===== src/rtl/cds_pkg.sv =====
package cds_pkg;
  typedef enum logic [2:0] {
    DRV_RUN   = 3'd0,
    DRV_STOP6 = 3'd1,
    DRV_PD2   = 3'd2,
    DRV_HIZ   = 3'd3,
    DRV_DIS   = 3'd4
  } drive_e;
endpackage


===== src/rtl/cds_sync.sv =====
module cds_sync #(
  parameter int STAGES = 2
) (
  input  logic clk,
  input  logic rst_n,
  input  logic d_n,
  output logic q_n
);
  logic [STAGES-1:0] sh_q;

  always_ff @(posedge clk or negedge rst_n) begin
    if (!rst_n) sh_q <= '1;
    else        sh_q <= {sh_q[STAGES-2:0], d_n};
  end

  assign q_n = sh_q[STAGES-1];
endmodule


===== src/rtl/cds_qualify.sv =====
module cds_qualify #(
  parameter int QUAL_EDGES = 2
) (
  input  logic clk,
  input  logic rst_n,
  input  logic sample,
  input  logic req_n,
  output logic act
);
  localparam int CW = $clog2(QUAL_EDGES + 1);
  localparam logic [CW-1:0] QMAX = CW'(QUAL_EDGES);

  logic [CW-1:0] cnt_q, cnt_d;

  always_comb begin
    cnt_d = cnt_q;
    if (sample) begin
      if (req_n)              cnt_d = '0;
      else if (cnt_q != QMAX) cnt_d = cnt_q + 1'b1;
    end
  end

  always_ff @(posedge clk or negedge rst_n) begin
    if (!rst_n) cnt_q <= '0;
    else        cnt_q <= cnt_d;
  end

  assign act = (cnt_d == QMAX);

  // the low-sample count only moves on a falling-edge sample
  p_count_hold_r1: assert property (@(posedge clk) disable iff (!rst_n)
    !sample |=> $stable(cnt_q));
  // a high sample always clears qualification
  p_release_r3: assert property (@(posedge clk) disable iff (!rst_n)
    (sample && req_n) |=> (cnt_q == '0));
endmodule


===== src/rtl/cds_pair.sv =====
module cds_pair
  import cds_pkg::*;
(
  input  logic       clk,
  input  logic       rst_n,
  input  logic       fall_evt,
  input  logic       phase,
  input  logic       stop_act,
  input  logic       pd_act,
  input  logic       fr,
  input  logic       en,
  input  logic       pd_tri,
  input  logic       stop_tri,
  output logic [2:0] code,
  output logic       t_o,
  output logic       c_o
);
  drive_e state_q, target;

  always_comb begin
    if (pd_act)                target = (pd_tri || stop_tri) ? DRV_HIZ : DRV_PD2;
    else if (!en)              target = DRV_DIS;
    else if (stop_act && !fr)  target = stop_tri ? DRV_HIZ : DRV_STOP6;
    else                       target = DRV_RUN;
  end

  always_ff @(posedge clk or negedge rst_n) begin
    if (!rst_n)        state_q <= DRV_RUN;
    else if (fall_evt) state_q <= target;
  end

  always_comb begin
    unique case (state_q)
      DRV_RUN: begin t_o = phase; c_o = ~phase; end
      DRV_HIZ: begin t_o = 1'b0;  c_o = 1'b0;   end
      default: begin t_o = 1'b1;  c_o = 1'b0;   end
    endcase
  end

  assign code = state_q;

  // state only changes on the true-clock falling edge
  p_change_on_fall_r9: assert property (@(posedge clk) disable iff (!rst_n)
    !fall_evt |=> $stable(state_q));
  // running pairs drive opposite levels
  p_run_opposite_r8: assert property (@(posedge clk) disable iff (!rst_n)
    (state_q == DRV_RUN) |-> (t_o != c_o));
  // enabled free-running pair stays running outside power-down
  p_free_run_r2: assert property (@(posedge clk) disable iff (!rst_n)
    (fall_evt && !pd_act && en && fr) |=> (state_q == DRV_RUN));
  // power-down wins over stop
  p_pd_priority_r6: assert property (@(posedge clk) disable iff (!rst_n)
    (fall_evt && pd_act) |=> (state_q == DRV_PD2 || state_q == DRV_HIZ));
endmodule


===== src/rtl/cpu_clk_stop_ctrl.sv =====
module cpu_clk_stop_ctrl #(
  parameter int N_PAIRS     = 3,
  parameter int SYNC_STAGES = 2,
  parameter int QUAL_EDGES  = 2
) (
  input  logic                 clk,
  input  logic                 rst_n,
  input  logic                 cpu_stop_n,
  input  logic                 pwr_down_n,
  input  logic [N_PAIRS-1:0]   free_run,
  input  logic [N_PAIRS-1:0]   pair_en,
  input  logic                 pd_tristate,
  input  logic                 stop_tristate,
  output logic [3*N_PAIRS-1:0] drive_code,
  output logic [N_PAIRS-1:0]   clk_t,
  output logic [N_PAIRS-1:0]   clk_c
);
  logic phase_q;
  logic stop_s_n, pd_s_n;
  logic stop_act, pd_act;

  always_ff @(posedge clk or negedge rst_n) begin
    if (!rst_n) phase_q <= 1'b0;
    else        phase_q <= ~phase_q;
  end

  // the edge that moves the phase from 1 to 0 is the true clock falling edge
  logic fall_evt;
  assign fall_evt = phase_q;

  cds_sync #(.STAGES(SYNC_STAGES)) u_sync_stop (
    .clk(clk), .rst_n(rst_n), .d_n(cpu_stop_n), .q_n(stop_s_n));
  cds_sync #(.STAGES(SYNC_STAGES)) u_sync_pd (
    .clk(clk), .rst_n(rst_n), .d_n(pwr_down_n), .q_n(pd_s_n));

  cds_qualify #(.QUAL_EDGES(QUAL_EDGES)) u_qual_stop (
    .clk(clk), .rst_n(rst_n), .sample(fall_evt), .req_n(stop_s_n), .act(stop_act));
  cds_qualify #(.QUAL_EDGES(QUAL_EDGES)) u_qual_pd (
    .clk(clk), .rst_n(rst_n), .sample(fall_evt), .req_n(pd_s_n), .act(pd_act));

  for (genvar i = 0; i < N_PAIRS; i++) begin : g_pair
    cds_pair u_pair (
      .clk      (clk),
      .rst_n    (rst_n),
      .fall_evt (fall_evt),
      .phase    (phase_q),
      .stop_act (stop_act),
      .pd_act   (pd_act),
      .fr       (free_run[i]),
      .en       (pair_en[i]),
      .pd_tri   (pd_tristate),
      .stop_tri (stop_tristate),
      .code     (drive_code[3*i +: 3]),
      .t_o      (clk_t[i]),
      .c_o      (clk_c[i])
    );
  end

  // a stop can only act after the synchronized request was low
  p_stop_needs_req_r1: assert property (@(posedge clk) disable iff (!rst_n)
    (fall_evt && stop_s_n) |-> !stop_act);
endmodule


===== config.mk =====
export PLATFORM = sky130hd
export DESIGN_NAME = cpu_clk_stop_ctrl
export DESIGN_NICKNAME = d
export VERILOG_FILES = /design/src/rtl/cds_pkg.sv /design/src/rtl/cds_sync.sv /design/src/rtl/cds_qualify.sv /design/src/rtl/cds_pair.sv /design/src/rtl/cpu_clk_stop_ctrl.sv
export SDC_FILE = /design/constraint.sdc
export NUM_CORES = 1
export LEC_CHECK = 0
export BUFFER_PORTS_ARGS = -buffer_cell sky130_fd_sc_hd__buf_2
export CORE_ASPECT_RATIO = 0.7
export CORE_MARGIN = 4
export CORE_UTILIZATION = 44
export CTS_CLUSTER_DIAMETER = 200
export DETAILED_ROUTE_END_ITERATION = 6
export GPL_ROUTABILITY_DRIVEN = 0
export PLACE_DENSITY = 0.73
export SYNTH_ARGS = -nofsm -noshare
export SYNTH_HDL_FRONTEND = slang
export SYNTH_SLANG_ARGS = --single-unit

===== constraint.sdc =====
create_clock -name clk -period 1.4 [get_ports clk]
set_input_delay 0.28 -clock clk [delete_from_list [all_inputs] [get_ports clk]]
set_output_delay 0.28 -clock clk [all_outputs]
set_load 0.1 [all_outputs]

==> run metrics <==
vias=765; TritonCTS clock tree=done; clock transition at the registers of the reported paths=~0.1 ns; final hold slack=slightly above 0.08 ns; Post-synth EDFFs=0; Worst Setup SP=g_pair[1].u_pair.code[1]$_DFFE_PN0P_; DP Worst Slack=-0.0559 ns; drt via density=between 5 and 6; slowest CP cell=dfrtp_4; Period minus WS final=approximately 1.7 ns; Synth Warn #=0; Main synth FF type=dfrtp_1; Critical Path Max Stage Delay=~0.52 ns; worst r2r src=fall_evt$_DFF_PN0_; Filler cells=121; post-route setup TNS=-1.91 ns; Root Driver=clkbuf_4; area grow syn2layout=62.7%; FMAX=between 500 and 600 MHz; number of DRC markers in iteration 0=32; Mapped Nets=97; R2R Path End=g_pair[2].u_pair.code[1]$_DFFE_PN0P_; maximum buffer depth of the clock tree=2; Setup WS post-layout=-0.329 ns; routed len/inst=17.8 um; dominant cell by count in the synthesized netlist=dfrtp_1; Final setup viols=12; initial antenna violation count=0; max-slew violations=0; io pins=27; clk_skew=approximately 0.0065 ns; Yosys top cell by area=dfrtp_1; vias in the first global route=789; Final Power=0.00173 W; LEAKAGE=just under 0.6 nW; CP endpoint=clk_t[1]; flops & latches, synth=18; status=finished, violations left; Peak VDD IR=between 1 and 1.5 mV; crit path launch type=register; first-pass GRT wire length=a little under 4 mm; I/O Buffers=26; CTS Sinks=18; GRT overflow=0; Crit path required time=1.12 ns; top cells by count, synth=dfrtp_1, inv_1, buf_4; CP Capture Type=primary output; post-synthesis sequential area ratio=0.519; die width=61.4 um; CP Max Fanout=4; drt total wl=2.43 mm; core region area=1870 sq um; unrepaired setup endpoints after global routing=yes; dpl hpwl=1.75 mm; count of cell types in the netlist=26; final period utilization=1.24; ratio of cells with drive above 1 in the final layout=0.605; Register Area=480 sq um; R2R cell count=4; Pre-Repair DR Iteration Count=5; Starting Density=0.470; failing checks=negative setup slack; Post-DRT Antenna Nets=0; largest net degree at the start of global routing=19; cts bufs inserted=3; top cell type's share of synthesized area=0.399; die height=45.4 um; critical path class=register to primary output; Worst Path Arrival=1.45 ns; Cells after Synth=83; Multi-input gate area=427 sq um; syn avg cell area=about 11 sq um; PwrDens=around 1200 nW/um^2; die area=between 2000 and 3000 sq um; ys async rst share=1.00; n_diodes=0; crit-path cells=nor3_2 -> a21oi_1 -> or2_1 -> buf_12; clock latency on the worst-skew pair=0.29 ns; # Max-Cap Violations=0; num rows=13; reg2reg setup slack=-0.05 ns; Worst slew margin=0.692; CTS H-tree depth=1; Final Hold Viols=0; worst hold-check path type=input pin to register; # nets final=129; # DRC=0; Post-Syn Area=around 880 sq um; main area contributors after synthesis=dfrtp_1, dfstp_2, buf_4, inv_1, nand3b_1; Tightest Pin Transition=0.460 ns; total track usage=0.196
[cell type report]
type,instances,share of cell area
Sequential cell,18,0.336
Timing Repair Buffer,36,0.299
Multi-Input combinational cell,48,0.299
Clock buffer,4,0.0254
Inverter,8,0.0210
Tap cell,22,0.0193
[routing by layer]
| metal | global-route usage | up-vias | wire length [um] |
|---|---|---|---|
| li1 | - | 350 | - |
| met1 | 0.236 | 368 | 952 |
| met2 | 0.338 | 39 | 1220 |
| met3 | 0.0567 | 8 | 186 |
| met4 | 0.0678 | 0 | 65 |
| met5 | 0 | - | 0 |
[kinds of logic after synthesis]
logic type                 count (synthesis)  synth area share
AOI/OAI and AO/OA                         17             0.125
adders and majority gates                  2            0.0285
buffers and inverters                     17             0.104
DFF                                       18             0.519
and+or+nand+nor                           29             0.224
[placed cells by master (no fill, tap or decap), drive strengths merged]
| cell type | synthesis | routed |
|---|---|---|
| ha | 2 | 2 |
| o21ai | 4 | 4 |
| nand4b | 3 | 3 |
| clkbuf | 1 | 4 |
| inv | 8 | 8 |
| or2 | 3 | 3 |
| buf | 8 | 35 |
| nand3b | 4 | 4 |
| nor2 | 3 | 3 |
| nand2 | 4 | 4 |
| dlygate4sd3 | 0 | 1 |
| dfstp | 4 | 4 |
| nor3b | 1 | 1 |
| a21oi | 3 | 3 |
| and4bb | 1 | 1 |
| or3b | 1 | 1 |
| o211ai | 1 | 1 |
| a31oi | 3 | 3 |
| o221ai | 3 | 3 |
| dfrtp | 14 | 14 |
| nor3 | 3 | 3 |
| nand2b | 3 | 3 |
| o31ai | 3 | 3 |
| nor4 | 3 | 3 |
[state kept, by name, indices dropped and copies added, names as in the netlist]
signal,count
u_sync_stop.sh_q,2
u_qual_stop.cnt_q,2
g_pair.u_pair.code,9
u_qual_pd.cnt_q,2
fall_evt,1
u_sync_pd.sh_q,2
[worst max-delay path, delay by kind of cell (launching register included)]
kind | cells | cell delay [ns]
simple gates | 2 | 0.41
flops | 1 | 0.52
buf+inv | 1 | 0.18
compound gates | 1 | 0.05
[worst min-delay path by stage]
stage | startpoint | end | slack [ns] | cells after the start
global placement | rst_n | g_pair[1].u_pair.code[1]$_DFFE_PN0P_ | 0.22 | 1
detailed placement | rst_n | g_pair[1].u_pair.code[2]$_DFFE_PN0P_ | 0.22 | 1
global route | pwr_down_n | u_sync_pd.sh_q[0]$_DFF_PN1_ | 0.07 | 1
finish | pwr_down_n | u_sync_pd.sh_q[0]$_DFF_PN1_ | 0.08 | 1
CTS | pwr_down_n | u_sync_pd.sh_q[0]$_DFF_PN1_ | 0.07 | 1
floorplan | rst_n | fall_evt$_DFF_PN0_ | -0.02 | 0
[stage by stage]
| stage | instance area [sq um] | cells | util |
|---|---|---|---|
| after floorplan | 977 | 83 | - |
| after global placement | 1320 | 130 | 0.704 |
| after detailed placement | 1320 | 130 | 0.704 |
| after CTS | 1410 | 136 | 0.754 |
| after global routing | 1430 | 136 | 0.764 |
| final | 1430 | 136 | 0.764 |
[report_power, final]
part	leakage (nW)	switching (W)	internal, W	total, W
Combinational	0.351	0.000454	0.000290	0.000743
Sequential	0.207	0.0000773	0.000604	0.000681
Clock	0.0210	0.000152	0.000158	0.000310
[what timing repair did]
action / CTS / global route
gates resized for setup: 9 / 3
buffers inserted: 1 / 0
hold endpoints to repair: 14 / 0
pin swaps: 4 / 3
endpoints found under the setup margin: 15 / 15
hold buffers: 1 / 0
(Power assumes the default switching activity.)
